File: src/rtl/i2c_mon_pkg.sv
package i2c_mon_pkg;

  localparam int unsigned N_LINES = 2;
  localparam int unsigned LN_SCL  = 0;
  localparam int unsigned LN_SDA  = 1;

  typedef struct packed {
    logic scl;
    logic sda;
    logic scl_rise;
    logic scl_fall;
    logic start;
    logic stop;
  } bus_evt_t;

endpackage

File: src/rtl/i2c_mon_sync.sv
module i2c_mon_sync #(
  parameter int unsigned N      = 2,
  parameter int unsigned STAGES = 2
) (
  input  logic         clk_i,
  input  logic         rst_ni,
  input  logic [N-1:0] d_i,
  output logic [N-1:0] q_o
);

  for (genvar g = 0; g < N; g++) begin : g_line
    logic [STAGES-1:0] ff_q;
    // idle bus level is high, so reset to 1 to avoid false edges
    always_ff @(posedge clk_i or negedge rst_ni) begin
      if (!rst_ni) ff_q <= '1;
      else         ff_q <= {ff_q[STAGES-2:0], d_i[g]};
    end
    assign q_o[g] = ff_q[STAGES-1];
  end

endmodule

File: src/rtl/i2c_mon_cond.sv
module i2c_mon_cond
  import i2c_mon_pkg::*;
(
  input  logic     clk_i,
  input  logic     rst_ni,
  input  logic     scl_i,
  input  logic     sda_i,
  output bus_evt_t evt_o
);

  logic scl_q, sda_q;

  always_ff @(posedge clk_i or negedge rst_ni) begin
    if (!rst_ni) begin
      scl_q <= 1'b1;
      sda_q <= 1'b1;
    end else begin
      scl_q <= scl_i;
      sda_q <= sda_i;
    end
  end

  // SDA moves with SCL high on both samples: bus condition, not data
  always_comb begin
    evt_o.scl      = scl_i;
    evt_o.sda      = sda_i;
    evt_o.scl_rise = scl_i & ~scl_q;
    evt_o.scl_fall = ~scl_i & scl_q;
    evt_o.start    = scl_i & scl_q & sda_q & ~sda_i;
    evt_o.stop     = scl_i & scl_q & ~sda_q & sda_i;
  end

endmodule

File: src/rtl/i2c_mon_idle.sv
module i2c_mon_idle #(
  parameter int unsigned TO_W = 16
) (
  input  logic            clk_i,
  input  logic            rst_ni,
  input  logic            scl_i,
  input  logic            sda_i,
  input  logic [TO_W-1:0] limit_i,
  output logic            fire_o
);

  logic [TO_W-1:0] cnt_q;
  logic            both_hi, below;

  assign both_hi = scl_i & sda_i;
  assign below   = cnt_q < limit_i;
  assign fire_o  = both_hi & below & (({1'b0, cnt_q} + 1'b1) == {1'b0, limit_i});

  // saturates at the limit, so it fires once per idle stretch
  always_ff @(posedge clk_i or negedge rst_ni) begin
    if (!rst_ni)       cnt_q <= '0;
    else if (!both_hi) cnt_q <= '0;
    else if (below)    cnt_q <= cnt_q + 1'b1;
  end

  AST_LOW_CLEARS_TIMER: assert property (@(posedge clk_i) disable iff (!rst_ni)
    !scl_i |=> (cnt_q == '0));
  AST_FIRE_ONCE: assert property (@(posedge clk_i) disable iff (!rst_ni)
    fire_o |=> !fire_o);

endmodule

File: src/rtl/i2c_mon_frame.sv
module i2c_mon_frame
  import i2c_mon_pkg::*;
#(
  parameter int unsigned DATA_BITS = 8,
  parameter int unsigned CNT_W     = $clog2(DATA_BITS + 1)
) (
  input  logic             clk_i,
  input  logic             rst_ni,
  input  bus_evt_t         evt_i,
  input  logic             fire_i,
  output logic             start_o,
  output logic             rstart_o,
  output logic             stop_o,
  output logic             abort_o,
  output logic             byte_done_o,
  output logic             timeout_o,
  output logic             busy_o,
  output logic             addr_phase_o,
  output logic [CNT_W-1:0] bit_cnt_o
);

  localparam logic [CNT_W-1:0] LAST_BIT = CNT_W'(DATA_BITS);

  logic             busy_q, pend_q, addr_q;
  logic [CNT_W-1:0] cnt_q;
  logic             force_free, commit, wrap;

  assign force_free = fire_i & busy_q;
  // a bit counts only when its high period ends with a fall, so the
  // SCL rise inside a STOP or repeated START never counts
  assign commit     = busy_q & pend_q & evt_i.scl_fall;
  assign wrap       = commit & (cnt_q == LAST_BIT);

  always_ff @(posedge clk_i or negedge rst_ni) begin
    if (!rst_ni) begin
      busy_q      <= 1'b0;
      pend_q      <= 1'b0;
      addr_q      <= 1'b0;
      cnt_q       <= '0;
      start_o     <= 1'b0;
      rstart_o    <= 1'b0;
      stop_o      <= 1'b0;
      abort_o     <= 1'b0;
      byte_done_o <= 1'b0;
      timeout_o   <= 1'b0;
    end else begin
      start_o     <= evt_i.start & ~busy_q;
      rstart_o    <= evt_i.start & busy_q;
      stop_o      <= evt_i.stop;
      abort_o     <= evt_i.stop & busy_q & (cnt_q != '0);
      byte_done_o <= wrap;
      timeout_o   <= force_free;

      if (evt_i.start) begin
        busy_q <= 1'b1;
        pend_q <= 1'b0;
        addr_q <= 1'b1;
        cnt_q  <= '0;
      end else if (evt_i.stop || force_free) begin
        busy_q <= 1'b0;
        pend_q <= 1'b0;
        addr_q <= 1'b0;
        cnt_q  <= '0;
      end else begin
        if (busy_q && evt_i.scl_rise) pend_q <= 1'b1;
        else if (evt_i.scl_fall)      pend_q <= 1'b0;
        if (wrap) begin
          cnt_q  <= '0;
          addr_q <= 1'b0;
        end else if (commit) begin
          cnt_q <= cnt_q + 1'b1;
        end
      end
    end
  end

  assign busy_o       = busy_q;
  assign addr_phase_o = addr_q;
  assign bit_cnt_o    = cnt_q;

  AST_START_SETS_BUSY: assert property (@(posedge clk_i) disable iff (!rst_ni)
    start_o |-> busy_o && addr_phase_o && bit_cnt_o == '0);
  AST_RSTART_WHILE_BUSY: assert property (@(posedge clk_i) disable iff (!rst_ni)
    rstart_o |-> $past(busy_o) && busy_o && addr_phase_o);
  AST_STOP_FREES: assert property (@(posedge clk_i) disable iff (!rst_ni)
    stop_o |-> !busy_o && bit_cnt_o == '0);
  AST_ONE_EVENT: assert property (@(posedge clk_i) disable iff (!rst_ni)
    $onehot0({start_o, rstart_o, stop_o, timeout_o}));
  AST_ABORT_WITH_STOP: assert property (@(posedge clk_i) disable iff (!rst_ni)
    abort_o |-> stop_o);
  AST_CNT_BOUND: assert property (@(posedge clk_i) disable iff (!rst_ni)
    bit_cnt_o <= LAST_BIT);
  AST_BYTE_WRAP: assert property (@(posedge clk_i) disable iff (!rst_ni)
    byte_done_o |-> bit_cnt_o == '0 && !addr_phase_o);
  AST_TIMEOUT_FREES: assert property (@(posedge clk_i) disable iff (!rst_ni)
    timeout_o |-> !busy_o && $past(busy_o));

endmodule

File: src/rtl/i2c_bus_monitor.sv
module i2c_bus_monitor
  import i2c_mon_pkg::*;
#(
  parameter int unsigned SYNC_STAGES = 2,
  parameter int unsigned DATA_BITS   = 8,
  parameter int unsigned TO_W        = 16,
  parameter int unsigned CNT_W       = $clog2(DATA_BITS + 1)
) (
  input  logic             clk_i,
  input  logic             rst_ni,
  input  logic             scl_i,
  input  logic             sda_i,
  input  logic [TO_W-1:0]  idle_limit_i,
  output logic             start_o,
  output logic             rstart_o,
  output logic             stop_o,
  output logic             abort_o,
  output logic             byte_done_o,
  output logic             timeout_o,
  output logic             busy_o,
  output logic             addr_phase_o,
  output logic [CNT_W-1:0] bit_cnt_o
);

  logic [N_LINES-1:0] raw, synced;
  bus_evt_t           evt;
  logic               fire;

  assign raw[LN_SCL] = scl_i;
  assign raw[LN_SDA] = sda_i;

  i2c_mon_sync #(.N(N_LINES), .STAGES(SYNC_STAGES)) u_sync (
    .clk_i (clk_i),
    .rst_ni(rst_ni),
    .d_i   (raw),
    .q_o   (synced)
  );

  i2c_mon_cond u_cond (
    .clk_i (clk_i),
    .rst_ni(rst_ni),
    .scl_i (synced[LN_SCL]),
    .sda_i (synced[LN_SDA]),
    .evt_o (evt)
  );

  i2c_mon_idle #(.TO_W(TO_W)) u_idle (
    .clk_i  (clk_i),
    .rst_ni (rst_ni),
    .scl_i  (synced[LN_SCL]),
    .sda_i  (synced[LN_SDA]),
    .limit_i(idle_limit_i),
    .fire_o (fire)
  );

  i2c_mon_frame #(.DATA_BITS(DATA_BITS), .CNT_W(CNT_W)) u_frame (
    .clk_i       (clk_i),
    .rst_ni      (rst_ni),
    .evt_i       (evt),
    .fire_i      (fire),
    .start_o     (start_o),
    .rstart_o    (rstart_o),
    .stop_o      (stop_o),
    .abort_o     (abort_o),
    .byte_done_o (byte_done_o),
    .timeout_o   (timeout_o),
    .busy_o      (busy_o),
    .addr_phase_o(addr_phase_o),
    .bit_cnt_o   (bit_cnt_o)
  );

endmodule

File: config.mk
export PLATFORM = sky130hd
export DESIGN_NAME = i2c_bus_monitor
export DESIGN_NICKNAME = d
export VERILOG_FILES = /design/src/rtl/i2c_mon_pkg.sv /design/src/rtl/i2c_mon_sync.sv /design/src/rtl/i2c_mon_cond.sv /design/src/rtl/i2c_mon_idle.sv /design/src/rtl/i2c_mon_frame.sv /design/src/rtl/i2c_bus_monitor.sv
export SDC_FILE = /design/constraint.sdc
export NUM_CORES = 1
export LEC_CHECK = 0
export BUFFER_PORTS_ARGS = -buffer_cell sky130_fd_sc_hd__buf_4
export CORE_UTILIZATION = 45
export CTS_CLUSTER_DIAMETER = 120
export CTS_CLUSTER_SIZE = 25
export DETAILED_ROUTE_END_ITERATION = 10
export PLACE_DENSITY = 0.72
export SYNTH_ARGS = -nofsm -noshare
export SYNTH_HDL_FRONTEND = slang
export SYNTH_SLANG_ARGS = --single-unit
export TNS_END_PERCENT = 50
File: constraint.sdc
create_clock -name clk_i -period 3.35 [get_ports clk_i]
set_input_delay 0.335 -clock clk_i [delete_from_list [all_inputs] [get_ports clk_i]]
set_output_delay 0.335 -clock clk_i [all_outputs]
set_load 0.01 [all_outputs]
==> impl_metrics.yaml, run 1 <==
global_route:
  grt_overflow: 0
  grt_pass1_wl_um: 9290
  antenna_found_initial: 0
  grt_max_degree: 36
  grt_util_all_layers: 0.196
  grt_pass1_vias: 1969
power_and_ir_drop:
  leakagePower_uw: 0.00134
  power.density_nw_per_um2: 327
  vdd_ir_drop_max_mv: 0.146
worst_setup_path:
  slowest_delay_ps: 550
  path_buf_inv: 1
  arrival_ps: 2910
  required_ps: 3580
  startpoint_type: "flip-flop"
  path_class: "flip-flop to flip-flop"
  crit_path_top_delay_cell: "dfrtp_1"
  endpoint_kind: "flip-flop"
  cp_top_family: "compound AO/OA/AOI/OAI gates"
  path_cells: "ha_1 -> a22o_1 -> o41a_1 -> a2111oi_4 -> buf_4 -> nand4_1 -> xor2_1 -> nor2_1"
  path_max_fanout: 12
synth:
  ys_seq_area_frac: 0.349
  synth-edff-count: 0
  synth.top_cell.area_share: 0.286
  async_reset_ff_frac: 1.00
  synth_nets: 318
  syn_inst: 279
  synth_warnings: 0
  synth_area_leader_cell: "dfrtp_1"
  avgSynthCellArea_um2: 9.08
  synthFlopType: "dfrtp_1"
  synth_cell_types: 56
  ys_ff_latch: 35
  synthTopCellsByArea: "dfrtp_1, ha_1, dfstp_2, xor2_1, xnor2_1"
  synth_area_um2: 2530
routing:
  drc: 0
  routed_wl_um: 5200
  antenna_left: 0
  vias_per_cell: 5.44
  drt_iter0_drc: 87
  via_count: 2061
  wl_per_cell_um: 13.7
  dr.pass1.iters: 4
floorplan:
  die-area_um2: 5930
  fp-row-count: 26
  ios: 32
  core_area_um2: 5270
  die_w_um: 77.0
  die-height_um: 77.0
  start_util: 0.481
cts:
  clock_path_buffers: 2
  clkTransAtPathRegs_ps: 70
  htreeDepth: 2
  cts_tree: "yes"
  clock_latency_ps: 290
  numCtsBuffers: 5
  cts-root-buf: "clkbuf_8"
  cts_resized: 0
  cts_sinks: 35
place:
  port_buffers: 31
  place_hpwl_um: 4060
  place.gp.congestion: 0.887
  pre_cts_slack_ps: 700
  placed_cells: 370
cells_and_area:
  multi_input_area_um2: 1480
  drive_gt1_frac: 0.184
  register_area_um2: 883
  final_core_util: 0.549
  syn_to_final_growth_pct: 14.2
  layout.nets: 347
  n_antenna_cell: 0
  fillCellCount: 483
  final_cells: 379
outcome:
  status: "finished clean"
min_path:
  hold_class: "input pin to flip-flop"
timing:
  timing.setup.tns_ps: 0
  final.setup.worst_slack_ps: 666
  setup_viol: 0
  max-slew-margin-rel: 0.680
  finalCritPeriodShare: 0.801
  period_needed_ps: 2680
  hold_violations: 0
  clock_skew_ps: 7.04
  rsz0062_at_grt: "false"
  tightest_slew_ps: 480
  max_freq_mhz: 373
  drv_slew: 0
job:
  maxCapViolCount: 0
==> synth_stat cells, drive strengths merged, types with 2 or more instances <==
cell and count:
nor3 6, nand4b 3, clkbuf 4, o311ai 2, o211ai 4, and2 3, o21a 2, nor4 5
xor2 17, a21o 2, and3 4, nor2b 4, dfrtp 29, nor2 23, a21oi 10, nand3 15
nand3b 2, buf 8, and4 4, xnor2 16, ha 19, nand2 20, dfstp 6, inv 26
nand4 9, nor3b 4, a211oi 3, o21ai 11, nand2b 2
==> cell families after synthesis <==
| family | count (synthesis) | synth area share |
|---|---|---|
| AND/OR/NAND/NOR | 107 | 0.240 |
| AO/OA/AOI/OAI | 45 | 0.128 |
| buffers and inverters | 38 | 0.0662 |
| flip-flops | 35 | 0.349 |
| XOR/XNOR | 33 | 0.114 |
| adder cells (fa/ha/maj) | 19 | 0.0938 |
| multiplexers | 2 | 0.00839 |
==> cell usage in the layout, fill, tap and decap left out, types with 4 or more instances in the layout <==
master and instances:
nand3_1 14, inv_1 26, xnor2_1 16, o21ai_0 8, nor2b_1 4, nor3_1 6
o211ai_1 4, nor2_1 23, dfstp_2 6, a21oi_1 10, and3_1 4, clkbuf_8 5
dfrtp_1 29, nand2_1 20, ha_1 19, nand4_1 8, nor4_1 4, buf_4 33
xor2_1 17
==> repair_timing <==
item,4_1_cts,5_1_grt
setup buffers,0,0
hold buffers,1,0
endpoints found under the hold margin,1,0
==> sequential cells by signal, indices dropped and copies added, names as in the netlist <==
name and cells:
u_idle.cnt_q 16, u_cond.scl_q 1, u_frame.addr_phase_o 1, u_frame.start_o 1, u_frame.rstart_o 1, u_frame.abort_o 1, u_cond.sda_q 1, u_frame.pend_q 1
u_frame.timeout_o 1, u_sync.g_line.ff_q 4, u_frame.busy_o 1, u_frame.bit_cnt_o 4, u_frame.byte_done_o 1, u_frame.stop_o 1
==> metal layers <==
layer | global-route usage | share of wire | routed length [um]
met5 | 0 | 0 | 0
met3 | 0.0405 | 0.052 | 270
met1 | 0.277 | 0.48 | 2490
met2 | 0.293 | 0.45 | 2340
met4 | 0.0774 | 0.017 | 90
==> metrics by stage <==
stage,hold WS [ps],cell area [um2],power [uW]
finish,153,2890,946
global route,149,2890,996
CTS,145,2890,957
detailed placement,310,2800,659
global placement,318,2800,651
floorplan,39.4,2530,578
==> layout make-up <==
| class | count | area share |
|---|---|---|
| Clock inverter | 2 | 0.00432 |
| Clock buffer | 6 | 0.0251 |
| Sequential cell | 35 | 0.305 |
| Tap cell | 70 | 0.0303 |
| Timing Repair Buffer | 34 | 0.0891 |
| Multi-Input combinational cell | 206 | 0.512 |
| Inverter | 26 | 0.0337 |
==> where the power goes <==
| group | internal, uW | switching, uW |
|---|---|---|
| registers | 447 | 22.8 |
| clock network | 145 | 150 |
| logic | 88.0 | 93.3 |
| total | 680 | 266 |
==> worst paths after layout <==
kind	startpoint	endpoint	slack, ps	cells past startpoint
setup / recovery	u_idle.cnt_q[7]	u_idle.cnt_q[9]	670	8
hold / removal	scl_i	u_sync.g_line[0].ff_q[0]	150	1
setup reg to reg	u_idle.cnt_q[7]	u_idle.cnt_q[9]	670	8
hold reg to reg	u_sync.g_line[1].ff_q[0]	u_sync.g_line[1].ff_q[1]	360	0
max in group asynchronous	rst_ni	u_sync.g_line[0].ff_q[1]	2480	2
min in group asynchronous	rst_ni	u_idle.cnt_q[10]	530	2
No activity file was read; power rests on OpenSTA's default activity.
==> inputs of run 2 (changes only) <==
- clock period: 3.35 -> 2.5 ns (I/O delays scaled with it)
==> impl_metrics.yaml, run 2 (same netlist as run 1, synthesis figures left out) <==
cells_and_area:
  final_cells: 394
  n_antenna_cell: 0
  syn_to_final_growth_pct: 19.5
  reg_top3: "u_idle.cnt_q x16, u_frame.bit_cnt_o x4, u_sync.g_line.ff_q x4"
  fillCellCount: 478
  layout_commonest_cell: "buf_4"
  final_cell_mix: "buf_4, dfrtp_1, inv_1, nor2_1, nand2_1"
  drive_gt1_frac: 0.238
  largest_reg_flops: 16
  regMostFlops: "u_idle.cnt_q"
  layout.nets: 362
routing:
  via_count: 2117
  antenna_left: 0
  routed_wl_um: 5480
  drc: 0
  vias_per_cell: 5.37
  wl_per_cell_um: 13.9
  drt_iter0_drc: 110
  dr.pass1.iters: 4
cts:
  clock_path_buffers: 2
  htreeDepth: 2
  cts_tree: "yes"
  clock_latency_ps: 290
  clkTransAtPathRegs_ps: 80
  cts-root-buf: "clkbuf_8"
  numCtsBuffers: 5
  cts_sinks: 35
min_path:
  hold_class: "input pin to flip-flop"
worst_setup_path:
  path_buf_inv: 1
  endpoint_kind: "flip-flop"
  cp_top_family: "compound AO/OA/AOI/OAI gates"
  arrival_ps: 2560
  required_ps: 2670
  crit_path_top_delay_cell: "dfrtp_1"
  startpoint_type: "flip-flop"
  slowest_delay_ps: 390
  path_class: "flip-flop to flip-flop"
  path_cells: "ha_1 -> a211oi_2 -> a21oi_1 -> o41a_1 -> a2111oi_4 -> buf_4 -> and2b_1 -> and4_4 -> nor3b_2"
  path_max_fanout: 5
global_route:
  grt_max_degree: 36
  grt_util_all_layers: 0.198
  grt_overflow: 0
  grt_pass1_wl_um: 9270
  antenna_found_initial: 0
  grt_pass1_vias: 1983
floorplan:
  die_w_um: 77.0
  core_area_um2: 5270
  start_util: 0.481
  die-area_um2: 5930
  die-height_um: 77.0
  fp-row-count: 26
  ios: 32
timing:
  fin_hold_ws_ps: 68.4
  max_freq_mhz: 419
  drv_slew: 0
  finalCritPeriodShare: 0.956
  hold_violations: 0
  clock_skew_ps: 8.74
  tightest_slew_ps: 459
  setup_viol: 0
  period_needed_ps: 2390
  max-slew-margin-rel: 0.694
place:
  port_buffers: 31
  placed_cells: 384
  place.gp.congestion: 0.886
  place_hpwl_um: 4200
job:
  maxCapViolCount: 0
power_and_ir_drop:
  power.density_nw_per_um2: 425
  vdd_ir_drop_max_mv: 0.317
  leakagePower_uw: 0.00143
outcome:
  status: "finished clean"
[run 2: changes by cell type in the layout (fill, tap and decap cells not counted), sizes merged]
cell | previous run | this run
buf | 33 | 48
clkbuf | 6 | 5
clkinvlp | 1 | 2
[run 2: layout make-up]
type / count / area (um2) / share of cell area
Inverter: 26 / 97.6 / 0.0322
Sequential cell: 35 / 885 / 0.292
Tap cell: 70 / 87.6 / 0.0289
Clock inverter: 3 / 20.0 / 0.00661
Timing Repair Buffer: 49 / 370 / 0.122
Clock buffer: 5 / 68.8 / 0.0227
Multi-Input combinational cell: 206 / 1500 / 0.495
[run 2: worst register-to-register path, cell delays in order (launching register included)]
cell       delay (ps)
dfrtp_1           390
ha_1              310
a211oi_2          230
a21oi_1           100
o41a_1            370
a2111oi_4         230
buf_4             190
and2b_1           150
and4_4            270
nor3b_2            50
[run 2: what timing repair did]
item	4_1_cts	5_1_grt
resized for setup	0	4
setup endpoints to repair	0	13
setup buffers	0	1
hold buffers	1	0
hold endpoints to repair	29	0
[run 2: worst paths after layout]
path                       slack [ps]                startpoint  cells after the start                        to
hold reg to reg                   360  u_sync.g_line[1].ff_q[0]                      0  u_sync.g_line[1].ff_q[1]
min in group asynchronous         450                    rst_ni                      2           u_idle.cnt_q[9]
max in group asynchronous        1690                    rst_ni                      2              u_cond.scl_q
setup / recovery                  110           u_idle.cnt_q[2]                      9      u_frame.bit_cnt_o[2]
hold / removal                     70                     scl_i                      1  u_sync.g_line[0].ff_q[0]
setup reg to reg                  110           u_idle.cnt_q[2]                      9      u_frame.bit_cnt_o[2]
[run 2: report_power, final]
| group | total (uW) | switching, uW | leakage [uW] | internal (uW) |
|---|---|---|---|---|
| combinational | 243 | 126 | 0.000934 | 118 |
| sequential | 625 | 27.1 | 0.000451 | 598 |
| clock | 417 | 223 | 0.0000402 | 194 |
| total | 1290 | 376 | 0.00143 | 910 |
[run 2: metrics by stage]
stage	area [um2]	utilization	power (uW)	worst slack, ps	TNS [ps]
after CTS	3000	0.570	1300	24.7	0
after global placement	2900	0.551	874	88.3	0
after detailed placement	2900	0.551	878	23.3	0
after floorplan	2530	-	774	152	0
final	3030	0.575	1290	111	0
after global routing	3030	0.575	1360	-4.17	-4.85
[run 2: routing by layer]
metal | part of all wire | global-route usage | wire [um]
met1 | 0.48 | 0.274 | 2630
met2 | 0.45 | 0.309 | 2490
met4 | 0.012 | 0.0623 | 68
met5 | 0 | 0 | 0
met3 | 0.053 | 0.0381 | 289
==> inputs of run 3 (changes only) <==
- CORE_UTILIZATION: 45 -> 40
- PLACE_DENSITY: 0.72 -> 0.66
- REMOVE_ABC_BUFFERS: not set -> 1
==> impl_metrics.yaml, run 3 (same netlist as run 1, synthesis figures left out) <==
min_path:
  whs_path_depth: 1
  hold-path-endpoint: "u_sync.g_line[1].ff_q[0]"
  hold_class: "input pin to flip-flop"
  hp-start: "sda_i"
worst_setup_path:
  crit_path_top_delay_cell: "dfrtp_1"
  path_buf_inv: 0
  path_cells: "ha_1 -> nand3_1 -> nor2_1 -> and3_1 -> mux2_2 -> a21oi_1 -> and4_4 -> nor3b_2"
  r2r-start: "u_idle.cnt_q[1]"
  required_ps: 2690
  startpoint_type: "flip-flop"
  r2r_end: "u_frame.bit_cnt_o[3]"
  slowest_delay_ps: 440
  path_max_fanout: 6
  path_class: "flip-flop to flip-flop"
  endpoint_kind: "flip-flop"
  arrival_ps: 2580
  r2r_cells: 8
  r2r_setup_slack_ps: 100
  cp_top_family: "simple AND/OR/NAND/NOR gates"
global_route:
  use_met3: 0.0378
  grt_max_degree: 36
  top_usage_layer: "met2"
  use_met1: 0.274
  grt_overflow: 0
  grt_pass1_vias: 2021
  grt_util_all_layers: 0.195
  antenna_found_initial: 0
  met2_usage: 0.295
  grt_pass1_wl_um: 9690
timing:
  hold_violations: 0
  setup_viol: 0
  period_needed_ps: 2400
  clock_skew_ps: 7.62
  max-slew-margin-rel: 0.705
  drv_slew: 0
  timing.setup.tns_ps: 0
  finalCritPeriodShare: 0.958
  tightest_slew_ps: 442
  max_freq_mhz: 417
power_and_ir_drop:
  p_sw_frac: 0.272
  clkPwrFrac: 0.375
  vdd_ir_drop_max_mv: 0.339
  combPwrFrac: 0.177
  internal_power_uw: 1020
  power_switching_uw: 380
  power.density_nw_per_um2: 455
  leakagePower_uw: 0.00145
  p_seq_frac: 0.448
cts:
  cts_setup_buffers: 0
  cts_sinks: 35
  cts-root-buf: "clkbuf_8"
  numCtsBuffers: 5
  clock_path_buffers: 2
  clkTransAtPathRegs_ps: 80
  htreeDepth: 2
  clock_latency_ps: 290
  cts_tree: "yes"
place:
  place.gp.congestion: 0.859
  port_buffers: 31
  place_area_um2: 2920
  place_hpwl_um: 4390
floorplan:
  start_util: 0.420
  fp-row-count: 28
  die-height_um: 81.6
  core_area_um2: 6030
  die_w_um: 81.6
  ios: 32
  die-area_um2: 6660
routing:
  wl_per_cell_um: 14.4
  via_count: 2108
  antenna_left: 0
  drt_iter0_drc: 112
  routed_wl_um: 5740
  dr.pass1.iters: 4
  drc: 0
  vias_per_cell: 5.28
cells_and_area:
  stdcell_area_um2: 3070
  final_core_util: 0.509
  final_cell_mix: "buf_4, dfrtp_1, inv_1, nor2_1, nand2_1"
  layout_commonest_cell: "buf_4"
  layout.nets: 362
  syn_to_final_growth_pct: 21.0
  n_antenna_cell: 0
  largest_reg_flops: 16
  reg_top3: "u_idle.cnt_q x16, u_frame.bit_cnt_o x4, u_sync.g_line.ff_q x4"
  regMostFlops: "u_idle.cnt_q"
  drive_gt1_frac: 0.238
outcome:
  status: "finished clean"
job:
  maxCapViolCount: 0
-- run 3: layout make-up --
| cell class | count | area, um2 |
|---|---|---|
| Clock buffer | 5 | 68.8 |
| Clock inverter | 3 | 43.8 |
| Fill cell | 598 | 2960 |
| Inverter | 26 | 97.6 |
| Multi-Input combinational cell | 206 | 1500 |
| Sequential cell | 35 | 883 |
| Tap cell | 75 | 93.8 |
| Timing Repair Buffer | 49 | 374 |
-- run 3: what timing repair did --
action,CTS,global route
resized for setup,0,5
setup endpoints to repair,0,18
endpoints found under the hold margin,29,0
hold buffers,1,0
-- run 3: per-stage QoR --
stage | instances | setup slack (ps) | total power [uW] | hold WS [ps]
after floorplan | 267 | -215 | 773 | -45.6
after CTS | 399 | 72.0 | 1410 | 50.7
after global routing | 399 | -4.27 | 1470 | 47.1
after global placement | 390 | 107 | 877 | 231
final | 399 | 104 | 1400 | 63.1
after detailed placement | 390 | 94.1 | 882 | 234
-- run 3: how the worst max path moves through the flow --
| stage | cells past startpoint | end | slack (ps) | startpoint |
|---|---|---|---|---|
| after floorplan | 8 | u_frame.bit_cnt_o[3] | -210 | u_idle.cnt_q[2] |
| after global placement | 8 | u_frame.bit_cnt_o[3] | 110 | u_idle.cnt_q[1] |
| after detailed placement | 11 | u_idle.cnt_q[14] | 90 | idle_limit_i[2] |
| after CTS | 9 | u_idle.cnt_q[14] | 70 | u_idle.cnt_q[2] |
| after global routing | 10 | u_frame.bit_cnt_o[1] | -4 | u_idle.cnt_q[1] |
| final | 8 | u_frame.bit_cnt_o[3] | 100 | u_idle.cnt_q[1] |
-- run 3: layer usage --
metal | vias up | wire length (um) | share of wire
li1 | 1062 | - | -
met1 | 988 | 2820 | 0.49
met2 | 50 | 2570 | 0.45
met3 | 8 | 260 | 0.045
met4 | 0 | 89 | 0.016
met5 | - | 0 | 0
-- run 3: power by group through the flow --
stage,sequential (uW),combinational (uW),clock (uW)
after detailed placement,635,247,0
after global placement,635,243,0
after CTS,625,249,540
final,625,248,523
after floorplan,642,132,0
after global routing,629,284,559
